### config.mk
export PLATFORM = sky130hd
export DESIGN_NAME = jcfg_access_ctrl
export DESIGN_NICKNAME = d
export VERILOG_FILES = /design/src/rtl/jcfg_pkg.sv /design/src/rtl/jcfg_tap.sv /design/src/rtl/jcfg_ir.sv /design/src/rtl/jcfg_dr.sv /design/src/rtl/jcfg_seq.sv /design/src/rtl/jcfg_access_ctrl.sv
export SDC_FILE = /design/constraint.sdc
export NUM_CORES = 1
export LEC_CHECK = 0
export ABC_CLOCK_PERIOD_IN_PS = 7300
export BUFFER_PORTS_ARGS = -buffer_cell sky130_fd_sc_hd__buf_2
export CAP_MARGIN = 10
export CORE_UTILIZATION = 45
export DETAILED_ROUTE_END_ITERATION = 8
export GPL_ROUTABILITY_DRIVEN = 0
export SLEW_MARGIN = 25
export SYNTH_ARGS = -nofsm -noshare
export SYNTH_HDL_FRONTEND = slang
export SYNTH_SLANG_ARGS = --single-unit
### constraint.sdc
create_clock -name tck -period 7.3 [get_ports tck]
set_input_delay 0.73 -clock tck [delete_from_list [all_inputs] [get_ports tck]]
set_output_delay 0.73 -clock tck [all_outputs]
set_load 0.005 [all_outputs]
### src/rtl/jcfg_pkg.sv
package jcfg_pkg;

    localparam int IR_W = 10;
    localparam int ID_W = 32;
    localparam logic [IR_W-1:0] IR_CAPTURE = 10'b00_0000_0001;

    typedef enum logic [3:0] {
        TAP_TLR      = 4'h0,
        TAP_RTI      = 4'h1,
        TAP_SEL_DR   = 4'h2,
        TAP_CAP_DR   = 4'h3,
        TAP_SH_DR    = 4'h4,
        TAP_EX1_DR   = 4'h5,
        TAP_PAUSE_DR = 4'h6,
        TAP_EX2_DR   = 4'h7,
        TAP_UPD_DR   = 4'h8,
        TAP_SEL_IR   = 4'h9,
        TAP_CAP_IR   = 4'hA,
        TAP_SH_IR    = 4'hB,
        TAP_EX1_IR   = 4'hC,
        TAP_PAUSE_IR = 4'hD,
        TAP_EX2_IR   = 4'hE,
        TAP_UPD_IR   = 4'hF
    } tap_state_t;

    typedef enum logic [2:0] {
        CFG_UNCONF      = 3'd0,
        CFG_LOADING     = 3'd1,
        CFG_INIT        = 3'd2,
        CFG_USER        = 3'd3,
        CFG_INTERRUPTED = 3'd4
    } cfg_state_t;

    typedef enum logic [IR_W-1:0] {
        OP_EXTEST = 10'h000,
        OP_PULSE  = 10'h001,
        OP_LOAD   = 10'h002,
        OP_SAMPLE = 10'h005,
        OP_IDCODE = 10'h006,
        OP_IOCFG  = 10'h00D,
        OP_BYPASS = 10'h3FF
    } op_t;

    function automatic tap_state_t tap_next(tap_state_t s, logic tms);
        case (s)
            TAP_TLR:      return tms ? TAP_TLR    : TAP_RTI;
            TAP_RTI:      return tms ? TAP_SEL_DR : TAP_RTI;
            TAP_SEL_DR:   return tms ? TAP_SEL_IR : TAP_CAP_DR;
            TAP_CAP_DR:   return tms ? TAP_EX1_DR : TAP_SH_DR;
            TAP_SH_DR:    return tms ? TAP_EX1_DR : TAP_SH_DR;
            TAP_EX1_DR:   return tms ? TAP_UPD_DR : TAP_PAUSE_DR;
            TAP_PAUSE_DR: return tms ? TAP_EX2_DR : TAP_PAUSE_DR;
            TAP_EX2_DR:   return tms ? TAP_UPD_DR : TAP_SH_DR;
            TAP_UPD_DR:   return tms ? TAP_SEL_DR : TAP_RTI;
            TAP_SEL_IR:   return tms ? TAP_TLR    : TAP_CAP_IR;
            TAP_CAP_IR:   return tms ? TAP_EX1_IR : TAP_SH_IR;
            TAP_SH_IR:    return tms ? TAP_EX1_IR : TAP_SH_IR;
            TAP_EX1_IR:   return tms ? TAP_UPD_IR : TAP_PAUSE_IR;
            TAP_PAUSE_IR: return tms ? TAP_EX2_IR : TAP_PAUSE_IR;
            TAP_EX2_IR:   return tms ? TAP_UPD_IR : TAP_SH_IR;
            default:      return tms ? TAP_SEL_DR : TAP_RTI;
        endcase
    endfunction

    function automatic logic tap_ir_side(tap_state_t s);
        return (s == TAP_CAP_IR) || (s == TAP_SH_IR) || (s == TAP_EX1_IR) ||
               (s == TAP_PAUSE_IR) || (s == TAP_EX2_IR) || (s == TAP_UPD_IR);
    endfunction

    function automatic op_t op_decode(logic [IR_W-1:0] raw);
        case (raw)
            10'h000: return OP_EXTEST;
            10'h001: return OP_PULSE;
            10'h002: return OP_LOAD;
            10'h005: return OP_SAMPLE;
            10'h006: return OP_IDCODE;
            10'h00D: return OP_IOCFG;
            default: return OP_BYPASS;
        endcase
    endfunction

    function automatic logic cfg_busy(cfg_state_t s);
        return (s == CFG_LOADING) || (s == CFG_INIT);
    endfunction

    function automatic op_t op_filter(op_t op, cfg_state_t s);
        case (op)
            OP_BYPASS, OP_IDCODE, OP_SAMPLE, OP_IOCFG: return op;
            OP_LOAD:
                return ((s == CFG_UNCONF) || (s == CFG_LOADING)) ? op : OP_BYPASS;
            default:
                return cfg_busy(s) ? OP_BYPASS : op;
        endcase
    endfunction

endpackage

### src/rtl/jcfg_tap.sv
module jcfg_tap
    import jcfg_pkg::*;
(
    input  logic       tck,
    input  logic       rst,
    input  logic       trst_n,
    input  logic       tms,
    output tap_state_t tap_st
);

    always_ff @(posedge tck) begin
        if (rst || !trst_n) begin
            tap_st <= TAP_TLR;
        end else begin
            tap_st <= tap_next(tap_st, tms);
        end
    end

endmodule

### src/rtl/jcfg_ir.sv
module jcfg_ir
    import jcfg_pkg::*;
(
    input  logic       tck,
    input  logic       rst,
    input  tap_state_t tap_st,
    input  logic       tdi,
    input  cfg_state_t cfg_st,
    output op_t        ir_eff,
    output op_t        ir_new,
    output logic       ir_lsb
);

    logic [IR_W-1:0] ir_sr;

    // legality is judged against the state at the moment of Update-IR
    assign ir_new = op_filter(op_decode(ir_sr), cfg_st);
    assign ir_lsb = ir_sr[0];

    always_ff @(posedge tck) begin
        if (rst) begin
            ir_sr  <= '0;
            ir_eff <= OP_IDCODE;
        end else begin
            case (tap_st)
                TAP_CAP_IR: ir_sr <= IR_CAPTURE;
                TAP_SH_IR:  ir_sr <= {tdi, ir_sr[IR_W-1:1]};
                default:    ;
            endcase
            if (tap_st == TAP_TLR) begin
                ir_eff <= OP_IDCODE;
            end else if (tap_st == TAP_UPD_IR) begin
                ir_eff <= ir_new;
            end
        end
    end

endmodule

### src/rtl/jcfg_dr.sv
module jcfg_dr
    import jcfg_pkg::*;
#(
    parameter logic [ID_W-1:0] IDCODE_VAL = 32'h0A5C_30DD
) (
    input  logic       tck,
    input  logic       rst,
    input  tap_state_t tap_st,
    input  logic       tdi,
    input  op_t        ir_eff,
    input  logic       ir_lsb,
    output logic       tdo
);

    logic [ID_W-1:0] id_sr;
    logic            one_bit;   // bypass, sample stand-in and config echo stage

    always_ff @(posedge tck) begin
        if (rst) begin
            id_sr   <= '0;
            one_bit <= 1'b0;
        end else begin
            case (tap_st)
                TAP_CAP_DR: begin
                    id_sr   <= IDCODE_VAL;
                    one_bit <= 1'b0;
                end
                TAP_SH_DR: begin
                    if (ir_eff == OP_IDCODE) begin
                        id_sr <= {tdi, id_sr[ID_W-1:1]};
                    end else begin
                        one_bit <= tdi;
                    end
                end
                default: ;
            endcase
        end
    end

    always_comb begin
        if (tap_ir_side(tap_st)) begin
            tdo = ir_lsb;
        end else if (ir_eff == OP_IDCODE) begin
            tdo = id_sr[0];
        end else begin
            tdo = one_bit;
        end
    end

endmodule

### src/rtl/jcfg_seq.sv
module jcfg_seq
    import jcfg_pkg::*;
#(
    parameter int CFG_BITS    = 1024,
    parameter int INIT_CYCLES = 299
) (
    input  logic       tck,
    input  logic       rst,
    input  logic       reconfig_n,
    input  tap_state_t tap_st,
    input  op_t        ir_eff,
    input  op_t        ir_new,
    output cfg_state_t cfg_st
);

    localparam int BCW = $clog2(CFG_BITS + 2);
    localparam int ICW = $clog2(INIT_CYCLES + 1);
    localparam logic [BCW-1:0] BITS_FULL = BCW'(CFG_BITS);
    localparam logic [BCW-1:0] BITS_OVER = BCW'(CFG_BITS + 1);
    localparam logic [ICW-1:0] INIT_LAST = ICW'(INIT_CYCLES - 1);

    logic [BCW-1:0] bit_cnt;
    logic [ICW-1:0] init_cnt;
    logic           ir_upd;
    logic           shift_cfg;
    logic           upd_cfg;

    assign ir_upd    = (tap_st == TAP_UPD_IR);
    assign shift_cfg = (tap_st == TAP_SH_DR)  && (ir_eff == OP_LOAD);
    assign upd_cfg   = (tap_st == TAP_UPD_DR) && (ir_eff == OP_LOAD);

    always_ff @(posedge tck) begin
        if (rst) begin
            cfg_st   <= CFG_UNCONF;
            bit_cnt  <= '0;
            init_cnt <= '0;
        end else if (!reconfig_n) begin
            cfg_st   <= CFG_UNCONF;
            bit_cnt  <= '0;
            init_cnt <= '0;
        end else if (ir_upd && (ir_new == OP_IOCFG)) begin
            cfg_st  <= CFG_INTERRUPTED;
            bit_cnt <= '0;
        end else if (ir_upd && (ir_new == OP_PULSE)) begin
            cfg_st  <= CFG_UNCONF;
            bit_cnt <= '0;
        end else begin
            case (cfg_st)
                CFG_UNCONF: begin
                    if (ir_upd && (ir_new == OP_LOAD)) begin
                        cfg_st  <= CFG_LOADING;
                        bit_cnt <= '0;
                    end
                end
                CFG_LOADING: begin
                    if (tap_st == TAP_TLR) begin
                        bit_cnt <= '0;
                    end else if (shift_cfg) begin
                        if (bit_cnt != BITS_OVER) begin
                            bit_cnt <= bit_cnt + 1'b1;
                        end
                    end else if (upd_cfg) begin
                        cfg_st   <= (bit_cnt == BITS_FULL) ? CFG_INIT : CFG_UNCONF;
                        bit_cnt  <= '0;
                        init_cnt <= '0;
                    end
                end
                CFG_INIT: begin
                    if (init_cnt == INIT_LAST) begin
                        cfg_st <= CFG_USER;
                    end else begin
                        init_cnt <= init_cnt + 1'b1;
                    end
                end
                default: ;
            endcase
        end
    end

endmodule

### src/rtl/jcfg_access_ctrl.sv
module jcfg_access_ctrl
    import jcfg_pkg::*;
#(
    parameter int               CFG_BITS    = 1024,
    parameter int               INIT_CYCLES = 299,
    parameter logic [ID_W-1:0]  IDCODE_VAL  = 32'h0A5C_30DD
) (
    input  logic            tck,
    input  logic            rst,
    input  logic            trst_n,
    input  logic            tms,
    input  logic            tdi,
    input  logic            reconfig_n,
    input  logic            chip_clr_n,
    input  logic            chip_oe,
    output logic            tdo,
    output logic            conf_done,
    output logic [2:0]      cfg_state,
    output logic [IR_W-1:0] ir_active,
    output logic            io_jtag_ctl,
    output logic            core_oe,
    output logic            core_clr_n
);

    tap_state_t tap_st;
    cfg_state_t cfg_st;
    op_t        ir_eff_q;
    op_t        ir_new;
    logic       ir_lsb;
    logic       in_user;

    jcfg_tap u_tap (
        .tck    (tck),
        .rst    (rst),
        .trst_n (trst_n),
        .tms    (tms),
        .tap_st (tap_st)
    );

    jcfg_ir u_ir (
        .tck    (tck),
        .rst    (rst),
        .tap_st (tap_st),
        .tdi    (tdi),
        .cfg_st (cfg_st),
        .ir_eff (ir_eff_q),
        .ir_new (ir_new),
        .ir_lsb (ir_lsb)
    );

    jcfg_dr #(
        .IDCODE_VAL (IDCODE_VAL)
    ) u_dr (
        .tck    (tck),
        .rst    (rst),
        .tap_st (tap_st),
        .tdi    (tdi),
        .ir_eff (ir_eff_q),
        .ir_lsb (ir_lsb),
        .tdo    (tdo)
    );

    jcfg_seq #(
        .CFG_BITS    (CFG_BITS),
        .INIT_CYCLES (INIT_CYCLES)
    ) u_seq (
        .tck        (tck),
        .rst        (rst),
        .reconfig_n (reconfig_n),
        .tap_st     (tap_st),
        .ir_eff     (ir_eff_q),
        .ir_new     (ir_new),
        .cfg_st     (cfg_st)
    );

    // chip-wide pins reach only the user side, never the scan or config path
    assign in_user     = (cfg_st == CFG_USER);
    assign conf_done   = in_user;
    assign cfg_state   = cfg_st;
    assign ir_active   = ir_eff_q;
    assign io_jtag_ctl = (cfg_st == CFG_INTERRUPTED);
    assign core_oe     = in_user && chip_oe;
    assign core_clr_n  = in_user && chip_clr_n;

endmodule

==> results of run 1 <==
-- per-stage QoR --
stage | utilization (%) | setup slack, ns
after floorplan | - | 4.90
after global placement | 48.6 | 4.49
after detailed placement | 48.6 | 4.42
after CTS | 51.5 | 4.39
after global routing | 51.5 | 4.33
final | 51.5 | 4.49
-- routing by layer --
layer | vias to the layer above | share of wire [%]
met4 | 0 | 2.1
met2 | 70 | 48
met5 | - | 0
met3 | 13 | 3.5
met1 | 1588 | 46
li1 | 1703 | -
-- critical path: cells and delay by family, from the launching register on --
kind | cells | cell delay (ns)
simple gates | 2 | 0.82
mux | 1 | 0.17
buf+inv | 1 | 0.15
flops | 1 | 0.39
compound gates | 1 | 0.21
-- placed cells by master, fill, tap and decap left out, drive strengths merged, types with 9 or more instances in the layout --
cell type and instances:
a21oi 53, and3 9, nand4 9, inv 12
o21ai 20, nand3 34, nor3 37, nor2 51
clkbuf 10, buf 26, nand2 43, a22oi 9
or4 10, dfxtp 75
-- logic make-up (layout without fill, tap and decap cells) --
| family | Yosys count | in the layout |
|---|---|---|
| AND/OR/NAND/NOR | 231 | 231 |
| AO/OA/AOI/OAI | 108 | 108 |
| flip-flops | 75 | 75 |
| buffers and inverters | 48 | 54 |
| adder cells (fa/ha/maj) | 5 | 5 |
| XOR/XNOR | 5 | 5 |
| multiplexers | 2 | 2 |
-- flip-flops by register name, summed over array words and instances, names as in the netlist --
register / count
u_dr.id_sr: 32
u_seq.bit_cnt: 11
u_ir.ir_sr: 10
u_seq.init_cnt: 9
u_ir.ir_eff: 5
u_tap.tap_st: 4
u_seq.cfg_st: 3
u_dr.one_bit: 1
-- final timing paths --
kind                                             startpoint                            end
worst min register to register  u_dr.id_sr[30]$_SDFFE_PP0P_    u_dr.id_sr[29]$_SDFFE_PP0P_
worst min-delay path            u_dr.id_sr[30]$_SDFFE_PP0P_    u_dr.id_sr[29]$_SDFFE_PP0P_
worst max register to register   u_tap.tap_st[0]$_SDFF_PP0_  u_seq.bit_cnt[5]$_SDFFE_PP0P_
worst max-delay path            u_ir.ir_eff[8]$_SDFFE_PP0P_                            tdo
-- where the power goes --
part / internal, mW / leakage (nW) / total [mW] / switching [mW]
registers: 0.409 / 0.604 / 0.411 / 0.00182
clock network: 0.202 / 0.108 / 0.362 / 0.160
logic: 0.00428 / 0.762 / 0.0147 / 0.0104
-- cell type report --
| class | instances | area [um2] |
|---|---|---|
| repair buffers | 26 | 133 |
| fillers | 791 | 3800 |
| multi-input cells | 351 | 2010 |
| well taps | 102 | 128 |
| flip-flops and latches | 75 | 1500 |
| clock buffers | 10 | 138 |
| inverters | 12 | 45.0 |
| clock inverters | 6 | 88.8 |
==> flow_metrics.py, run 1 <==
metrics = {
    "global_route": {
        "first_global_vias": 2975,
        "grtUsageTotal_pct": 20.1,
        "busiest_layer": "met2",
        "overflow": 0,
        "grt_pass1_wl_mm": 14.0,
        "grt_use_met1_pct": 25.6,
        "grt_util_met3_pct": 4.35,
        "grt_max_degree": 48,
        "gr-usage-met2_pct": 33.1,
        "antenna_found_initial": 0,
    },
    "clock_tree": {
        "htreeDepth": 3,
        "insertion_delay_ns": 0.36,
        "cts_made_buffers": 9,
        "cts.path.max_buffers": 2,
        "clkTransAtPathRegs_ns": 0.08,
        "cts-resized-gates": 0,
        "tritoncts": "yes",
        "numClockSinks": 75,
        "cts_setup_buffers": 0,
        "ctsHoldBuffers": 0,
        "cts-root-buf": "clkbuf_8",
    },
    "setup_path": {
        "reg2reg_depth": 6,
        "path_class": "reg -> out",
        "path_max_fanout": 8,
        "arrival_ns": 2.08,
        "slowest_stage": "nor4b_2",
        "worstSetupStartpointType": "register",
        "required_ns": 6.57,
        "rrSetupSlack_ns": 4.51,
        "path_cells": "nor4b_2 -> nand2_1 -> mux2i_1 -> a21oi_1 -> buf_2",
        "cp_slowest_stage_delay_ns": 0.55,
        "cp-end-kind": "primary output",
    },
    "synth": {
        "yosysMostFrequentCell": "dfxtp_1",
        "synth_compound_area_share_pct": 18.5,
        "synthTopCellsByCount": "dfxtp_1 (75), a21oi_1 (53), nor2_1 (51)",
        "synth_top_area_cell": "dfxtp_1",
        "ys_seq_elements": 75,
        "async_reset_ff_share_pct": 0,
        "synth_cells": 474,
        "synth.distinct_cells": 58,
        "synth_seq_area_share_pct": 40.3,
        "synth_top_area_share_pct": 40.3,
        "synthSimpleGateAreaFrac_pct": 32.0,
        "synth_top_family_by_area": "simple AND/OR/NAND/NOR gates",
        "yosysWarnings": 0,
        "synthAdderAreaFrac_pct": 1.68,
        "syn_nets": 487,
        "synth.avg_cell_area_um2": 7.86,
        "syn_area_um2": 3720,
        "synthTopCellsByArea": "dfxtp_1 (40%), a21oi_1 (7.1%), nor2_1 (5.1%)",
        "synth-edff-count": 0,
        "synthMuxAreaShare_pct": 0.538,
        "yosys.area_share.xor_xnor_pct": 1.18,
        "ys.flop_type": "dfxtp_1",
    },
    "final_layout": {
        "num-nets-final": 488,
        "syn2layout_area_growth_pct": 8.64,
        "diodes": 0,
        "drive_gt1_share_pct": 11.9,
        "final_area_um2": 4050,
        "final_cells": 582,
    },
    "die": {
        "dieWidth_um": 93.0,
        "ioPinCount": 26,
        "die_area_um2": 8640,
        "core_area_um2": 7850,
        "row_count": 32,
        "die_h_um": 93.0,
        "initial_core_util_pct": 47.4,
    },
    "placed_design": {
        "port_buffers": 25,
        "hpwl_mm": 5.45,
        "placedCellCount": 566,
        "place_area_um2": 3820,
    },
    "route": {
        "avgRoutedWirePerCell_um": 13.9,
        "drc": 0,
        "first_pass_iters": 5,
        "first_iter_violations": 251,
        "drt_wl_total_mm": 8.11,
        "drt.antenna.violating_nets": 0,
        "vias": 3374,
        "viasPerCell": 5.80,
    },
    "timing": {
        "max_freq_mhz": 356,
        "setup_viol": 0,
        "relSlewSlack_pct": 38.8,
        "finalCritPeriodShare_pct": 38.5,
        "fin_tns_setup_ns": 0,
        "drv_slew": 0,
        "fin_crit_ns": 2.81,
        "holdWs_ns": 0.452,
        "finalHoldViolations": 0,
        "tightest_slew_ns": 0.905,
        "grt_setup_unrepaired": "false",
        "skew_ns": 0.0106,
    },
    "pwr": {
        "peakVddDrop_uv": 135,
        "power_density_nw_per_um2": 195,
        "leakage_nw": 1.47,
        "total_power_uw": 788,
    },
    "min_path": {
        "hp-class": "reg -> reg",
        "hold-path-cell-count": 2,
    },
    "job": {
        "max_cap_viol_count": 0,
    },
    "outcome": {
        "status": "finished, final reports clean",
    },
}
No activity file was read; power rests on OpenSTA's default activity.
==> run 2, diff against run 1 <==
ABC_CLOCK_PERIOD_IN_PS = 2500   (was 7300)
clock period = 2.5 ns   (was 7.3 ns; I/O delays follow)
==> run 2 against run 1 <==
Setup slack worse by 4.4 ns. Clock skew hardly changed. Design area is 4.5% higher. Routed wire length is 3.1% higher. Clock-buffer cell count is 1 lower. Final cell count is 3.6% higher. Total power grew to 2.9 times the previous value. Register-to-register slack worse by 4.4 ns. Highest routed layer unchanged.
==> flow_metrics.py, run 2 (same netlist as run 1, synthesis figures left out) <==
metrics = {
    "clock_tree": {
        "cts-root-buf": "clkbuf_8",
        "cts.path.max_buffers": 2,
        "tritoncts": "yes",
        "numClockSinks": 75,
        "htreeDepth": 3,
        "cts_made_buffers": 9,
        "insertion_delay_ns": 0.36,
        "clkTransAtPathRegs_ns": 0.10,
    },
    "global_route": {
        "overflow": 0,
        "antenna_found_initial": 0,
        "busiest_layer": "met2",
        "first_global_vias": 3090,
        "grt_use_met1_pct": 26.5,
        "grt_pass1_wl_mm": 14.3,
        "grt_max_degree": 33,
        "grtUsageTotal_pct": 20.6,
        "gr-usage-met2_pct": 34.3,
        "grt_util_met3_pct": 4.43,
    },
    "setup_path": {
        "crit_family": "simple AND/OR/NAND/NOR gates",
        "reg2reg_depth": 6,
        "arrival_ns": 2.70,
        "required_ns": 2.80,
        "rrSetupSlack_ns": 0.1,
        "crit_buf_inv": 0,
        "path_cells": "or4_4 -> nor4_4 -> a41oi_4 -> or3_4 -> or4_1 -> a21oi_2",
        "path_class": "reg -> reg",
        "cp-end-kind": "register",
        "cp.depth": 6,
        "slowest_stage": "or4_4",
        "regToRegEndpoint": "u_seq.bit_cnt[6]$_SDFFE_PP0P_",
        "worstSetupStartpointType": "register",
        "timing.rr.start": "u_ir.ir_sr[9]$_SDFFE_PP0P_",
        "path_max_fanout": 8,
        "cp_slowest_stage_delay_ns": 0.56,
    },
    "min_path": {
        "holdPathEnd": "u_dr.id_sr[31]$_SDFFE_PP0P_",
        "hp-class": "in -> reg",
        "hold-path-cell-count": 3,
        "hp-start": "tdi",
    },
    "final_layout": {
        "regMostFlops": "u_dr.id_sr",
        "drive_gt1_share_pct": 16.6,
        "final_util_pct": 53.9,
        "n_fill_cell": 788,
        "num-nets-final": 509,
        "final_common_cell": "dfxtp_1",
        "syn2layout_area_growth_pct": 13.6,
        "largestRegisters": "u_dr.id_sr: 32 flops, u_seq.bit_cnt: 11 flops, u_ir.ir_sr: 10 flops",
        "final_cell_mix": "dfxtp_1 (73), nor2_1 (51), a21oi_1 (49)",
        "multi_input_area_um2": 2030,
        "ff_latch_area_um2": 1500,
        "diodes": 0,
        "largest_register_ff_count": 32,
    },
    "die": {
        "row_count": 32,
        "die_area_um2": 8640,
        "ioPinCount": 26,
        "initial_core_util_pct": 47.4,
        "die_h_um": 93.0,
        "core_area_um2": 7850,
        "dieWidth_um": 93.0,
    },
    "pwr": {
        "peakVddDrop_uv": 272,
        "leakage_nw": 1.58,
        "power_density_nw_per_um2": 539,
    },
    "route": {
        "first_pass_iters": 4,
        "drc": 0,
        "vias": 3443,
        "drt_wl_total_mm": 8.36,
        "avgRoutedWirePerCell_um": 13.9,
        "drt.antenna.violating_nets": 0,
        "first_iter_violations": 184,
        "viasPerCell": 5.71,
    },
    "timing": {
        "finalCritPeriodShare_pct": 96.0,
        "fin_crit_ns": 2.40,
        "grt_setup_unrepaired": "true",
        "relSlewSlack_pct": 54.5,
        "skew_ns": 0.0109,
        "max_freq_mhz": 417,
        "setup_viol": 0,
        "drv_slew": 0,
        "finalHoldViolations": 0,
        "fin_ws_ns": 0.0999,
        "tightest_slew_ns": 0.665,
    },
    "job": {
        "max_cap_viol_count": 0,
    },
    "outcome": {
        "status": "finished, final reports clean",
    },
    "placed_design": {
        "port_buffers": 25,
        "hpwl_mm": 5.82,
        "pre_cts_slack_ns": -0.00151,
    },
}
==> run 2: changes by cell type in the layout (fill, tap and decap cells not counted), moves of 2 or more <==
cell	previous run	this run
clkinvlp_4	2	0
buf_4	1	21
inv_8	0	4
a21oi_2	1	4
dfxtp_2	0	2
dfxtp_1	75	73
a21oi_1	52	49
==> run 2: metrics by stage <==
stage | TNS, ns | total power, mW | instance area (um2) | hold WS (ns) | std cells
after detailed placement | -0.00151 | 1.28 | 3990 | 0.442 | 587
after global placement | 0 | 1.28 | 3990 | 0.438 | 587
after CTS | 0 | 2.31 | 4210 | 0.156 | 603
final | 0 | 2.28 | 4230 | 0.160 | 603
after global routing | -0.0101 | 2.36 | 4230 | 0.164 | 603
after floorplan | 0 | 1.26 | 3720 | 0.386 | 474
==> run 2: how the worst max path moves through the flow <==
stage	slack, ns	start	endpoint
finish	0.1	u_ir.ir_sr[9]$_SDFFE_PP0P_	u_seq.bit_cnt[6]$_SDFFE_PP0P_
global route	-0.01	u_seq.cfg_st[1]$_SDFFE_PP0P_	u_seq.init_cnt[6]$_SDFFE_PP0P_
detailed placement	-0.002	u_ir.ir_sr[8]$_SDFFE_PP0P_	u_seq.init_cnt[6]$_SDFFE_PP0P_
global placement	0.03	u_ir.ir_sr[8]$_SDFFE_PP0P_	u_seq.bit_cnt[5]$_SDFFE_PP0P_
floorplan	0.1	u_ir.ir_sr[8]$_SDFFE_PP0P_	u_seq.bit_cnt[5]$_SDFFE_PP0P_
CTS	0.02	u_ir.ir_sr[8]$_SDFFE_PP0P_	u_seq.init_cnt[6]$_SDFFE_PP0P_
==> run 2: routing by layer <==
layer,routed length [um],vias up
met2,4020,55
met4,104,0
met1,3970,1631
met5,0,-
met3,274,9
li1,-,1748
==> run 2: timing repair <==
item                                    CTS  global route
resized for setup                         1             7
buffers inserted                          0             0
endpoints found under the setup margin    3             7
hold buffers                              0             0
pin swaps                                 1             7
==> run 2: final cells by class <==
| type | instances | area share (%) |
|---|---|---|
| Multi-Input combinational cell | 351 | 48.1 |
| Clock buffer | 9 | 2.93 |
| Inverter | 12 | 1.07 |
| Tap cell | 102 | 3.02 |
| Sequential cell | 75 | 35.6 |
| Clock inverter | 7 | 2.19 |
| Timing Repair Buffer | 47 | 7.16 |
==> run 2: where the power goes <==
group	switching, mW	internal (mW)
Sequential	0.00297	1.20
Clock	0.536	0.494
Combinational	0.0346	0.0158
Total	0.574	1.71
==> run 2: worst min-delay path: stages <==
cell     delay [ns]
buf_2          0.12
nand2_1        0.06
a21oi_1        0.05
==> run 3, diff against run 2 <==
ABC_AREA = 1   (was not set)
ABC_CLOCK_PERIOD_IN_PS = 3000   (was 2500)
clock period = 3 ns   (was 2.5 ns; I/O delays follow)
==> run 3 against run 2 <==
The run now ends with design-rule violations left. Clock power fell by 24%. Via count grew 9.4%. Total power down 19%. Worst hold slack gained 0.093 ns. Design area up 6.9%. Combinational power up 6.3%. Critical path depth is 2 higher. Flip-flop and latch count did not move. Sequential power down 17%. Global-route usage down 0.058 points. Synthesized area is 11% higher. Synthesized cell count up 24%. Highest routed layer unchanged.
==> flow_metrics.py, run 3 <==
metrics = {
    "clock_tree": {
        "cts_setup_buffers": 0,
        "ctsHoldBuffers": 0,
        "insertion_delay_ns": 0.35,
        "cts.path.max_buffers": 2,
        "numClockSinks": 75,
        "cts-root-buf": "clkbuf_8",
        "cts_made_buffers": 9,
        "htreeDepth": 3,
        "cts-resized-gates": 0,
        "clkTransAtPathRegs_ns": 0.09,
        "tritoncts": "yes",
    },
    "synth": {
        "ys.flop_type": "dfxtp_1",
        "synth.avg_cell_area_um2": 6.99,
        "synth_top_area_share_pct": 36.4,
        "synth_top_area_cell": "dfxtp_1",
        "synth_cells": 590,
        "synthTopCellsByCount": "nand2_1 (130), dfxtp_1 (75), inv_1 (67)",
        "syn_area_um2": 4120,
        "yosysMostFrequentCell": "nand2_1",
        "synth.distinct_cells": 41,
        "ys_seq_elements": 75,
        "synth_seq_area_share_pct": 36.4,
        "synthTopCellsByArea": "dfxtp_1 (36%), nand2_1 (12%), a21oi_1 (7.3%)",
        "synth-edff-count": 0,
        "async_reset_ff_share_pct": 0,
        "yosysWarnings": 0,
        "syn_nets": 603,
    },
    "final_layout": {
        "n_fill_cell": 894,
        "syn2layout_area_growth_pct": 9.71,
        "largest_register_ff_count": 32,
        "diodes": 0,
        "largestRegisters": "u_dr.id_sr: 32 flops, u_seq.bit_cnt: 11 flops, u_ir.ir_sr: 10 flops",
        "drive_gt1_share_pct": 18.8,
        "final_common_cell": "nand2_1",
        "regMostFlops": "u_dr.id_sr",
        "num-nets-final": 626,
        "final_cell_mix": "nand2_1 (130), dfxtp_1 (75), inv_1 (67)",
    },
    "die": {
        "ioPinCount": 26,
        "dieWidth_um": 97.7,
        "core_area_um2": 8810,
        "initial_core_util_pct": 46.8,
        "die_h_um": 97.7,
        "die_area_um2": 9550,
        "row_count": 34,
    },
    "timing": {
        "skew_ns": 0.0114,
        "holdWs_ns": 0.253,
        "relSlewSlack_pct": 50.0,
        "grt_setup_unrepaired": "false",
        "finalCritPeriodShare_pct": 73.5,
        "drv_slew": 0,
        "fin_tns_setup_ns": 0,
        "tightest_slew_ns": 0.747,
        "max_freq_mhz": 453,
        "finalHoldViolations": 0,
        "setup_viol": 0,
        "fin_crit_ns": 2.21,
    },
    "route": {
        "avgRoutedWirePerCell_um": 12.2,
        "drt.antenna.violating_nets": 0,
        "viasPerCell": 5.19,
        "drc": 6,
        "vias": 3768,
        "first_iter_violations": 234,
        "drt_wl_total_mm": 8.88,
        "first_pass_iters": 6,
    },
    "global_route": {
        "antenna_found_initial": 0,
        "grt_max_degree": 34,
        "overflow": 0,
        "grt_pass1_wl_mm": 16.2,
        "grtUsageTotal_pct": 20.5,
        "first_global_vias": 3654,
    },
    "setup_path": {
        "required_ns": 2.70,
        "cp_slowest_stage_delay_ns": 0.37,
        "path_cells": "inv_2 -> nand2_1 -> nor2_1 -> inv_1 -> nand2_1 -> a211oi_1 -> a21oi_1 -> buf_2",
        "path_class": "reg -> out",
        "worstSetupStartpointType": "register",
        "cpMostUsedCell": "nand2_1",
        "slowest_stage": "dfxtp_1",
        "path_max_fanout": 12,
        "cp-end-kind": "primary output",
        "arrival_ns": 1.91,
    },
    "job": {
        "max_cap_viol_count": 0,
    },
    "pwr": {
        "peakVddDrop_uv": 300,
        "power_density_nw_per_um2": 407,
        "leakage_nw": 1.79,
    },
    "outcome": {
        "violations": "design-rule violations",
        "status": "finished with violations",
    },
    "placed_design": {
        "hpwl_mm": 6.51,
        "port_buffers": 25,
    },
    "min_path": {
        "hp-class": "in -> reg",
    },
}
## run 3: stage by stage
stage | util [%] | cells | power [mW] | cell area, um2 | setup WS (ns)
finish | 51.3 | 726 | 1.84 | 4520 | 0.794
global route | 51.3 | 726 | 1.92 | 4520 | 0.505
CTS | 51.3 | 726 | 1.87 | 4520 | 0.792
detailed placement | 49.1 | 710 | 1.08 | 4320 | 0.828
global placement | 49.1 | 710 | 1.08 | 4320 | 0.849
floorplan | - | 590 | 1.06 | 4120 | 1.27
## run 3: final cells by class
class | instances | area, um2 | share of cell area, %
timing repair buffer | 30 | 163 | 3.60
inverter | 81 | 304 | 6.72
tap | 108 | 135 | 2.99
multi-input combinational | 416 | 2220 | 49.1
sequential | 75 | 1500 | 33.2
clock inverter | 7 | 73.8 | 1.63
clock buffer | 9 | 124 | 2.74
## run 3: logic make-up after synthesis
family	synth area share, %
XOR/XNOR	2.13
AO/OA/AOI/OAI	13.2
adder cells (fa/ha/maj)	1.52
buffers and inverters	9.81
AND/OR/NAND/NOR	36.9
flip-flops	36.4
## run 3: where the power goes
group / switching, mW / total [mW] / internal [mW] / leakage [nW]
clock network: 0.397 / 0.786 / 0.390 / 0.100
logic: 0.0388 / 0.0536 / 0.0147 / 1.09
registers: 0.00247 / 1.00 / 0.998 / 0.604
## run 3: critical path: cells and delay by family, from the launching register on
family / cells / cell delay [ns]
AO/OA/AOI/OAI: 2 / 0.30
buffers and inverters: 3 / 0.51
AND/OR/NAND/NOR: 3 / 0.37
flip-flops: 1 / 0.37
## run 3: metal layers
layer  GRT usage (%)  up-vias  share of wire [%]
li1                -     1956                  -
met1            26.9     1739                 49
met2            34.2       62                 46
met3            3.74       11                3.4
met4            6.41        0                1.0
met5               0        -                  0
## run 3: worst paths after layout
path                                                   start                              to  slack, ns  cells after the start
worst min register to register    u_dr.id_sr[3]$_SDFFE_PP0P_      u_dr.id_sr[2]$_SDFFE_PP0P_       0.46                      2
worst max-delay path              u_tap.tap_st[2]$_SDFF_PP0_                             tdo       0.79                      8
worst max register to register  u_seq.cfg_st[0]$_SDFFE_PP0P_  u_seq.init_cnt[2]$_SDFFE_PP0P_       0.83                     12
worst min-delay path                                     tdi      u_ir.ir_sr[9]$_SDFFE_PP0P_       0.25                      3
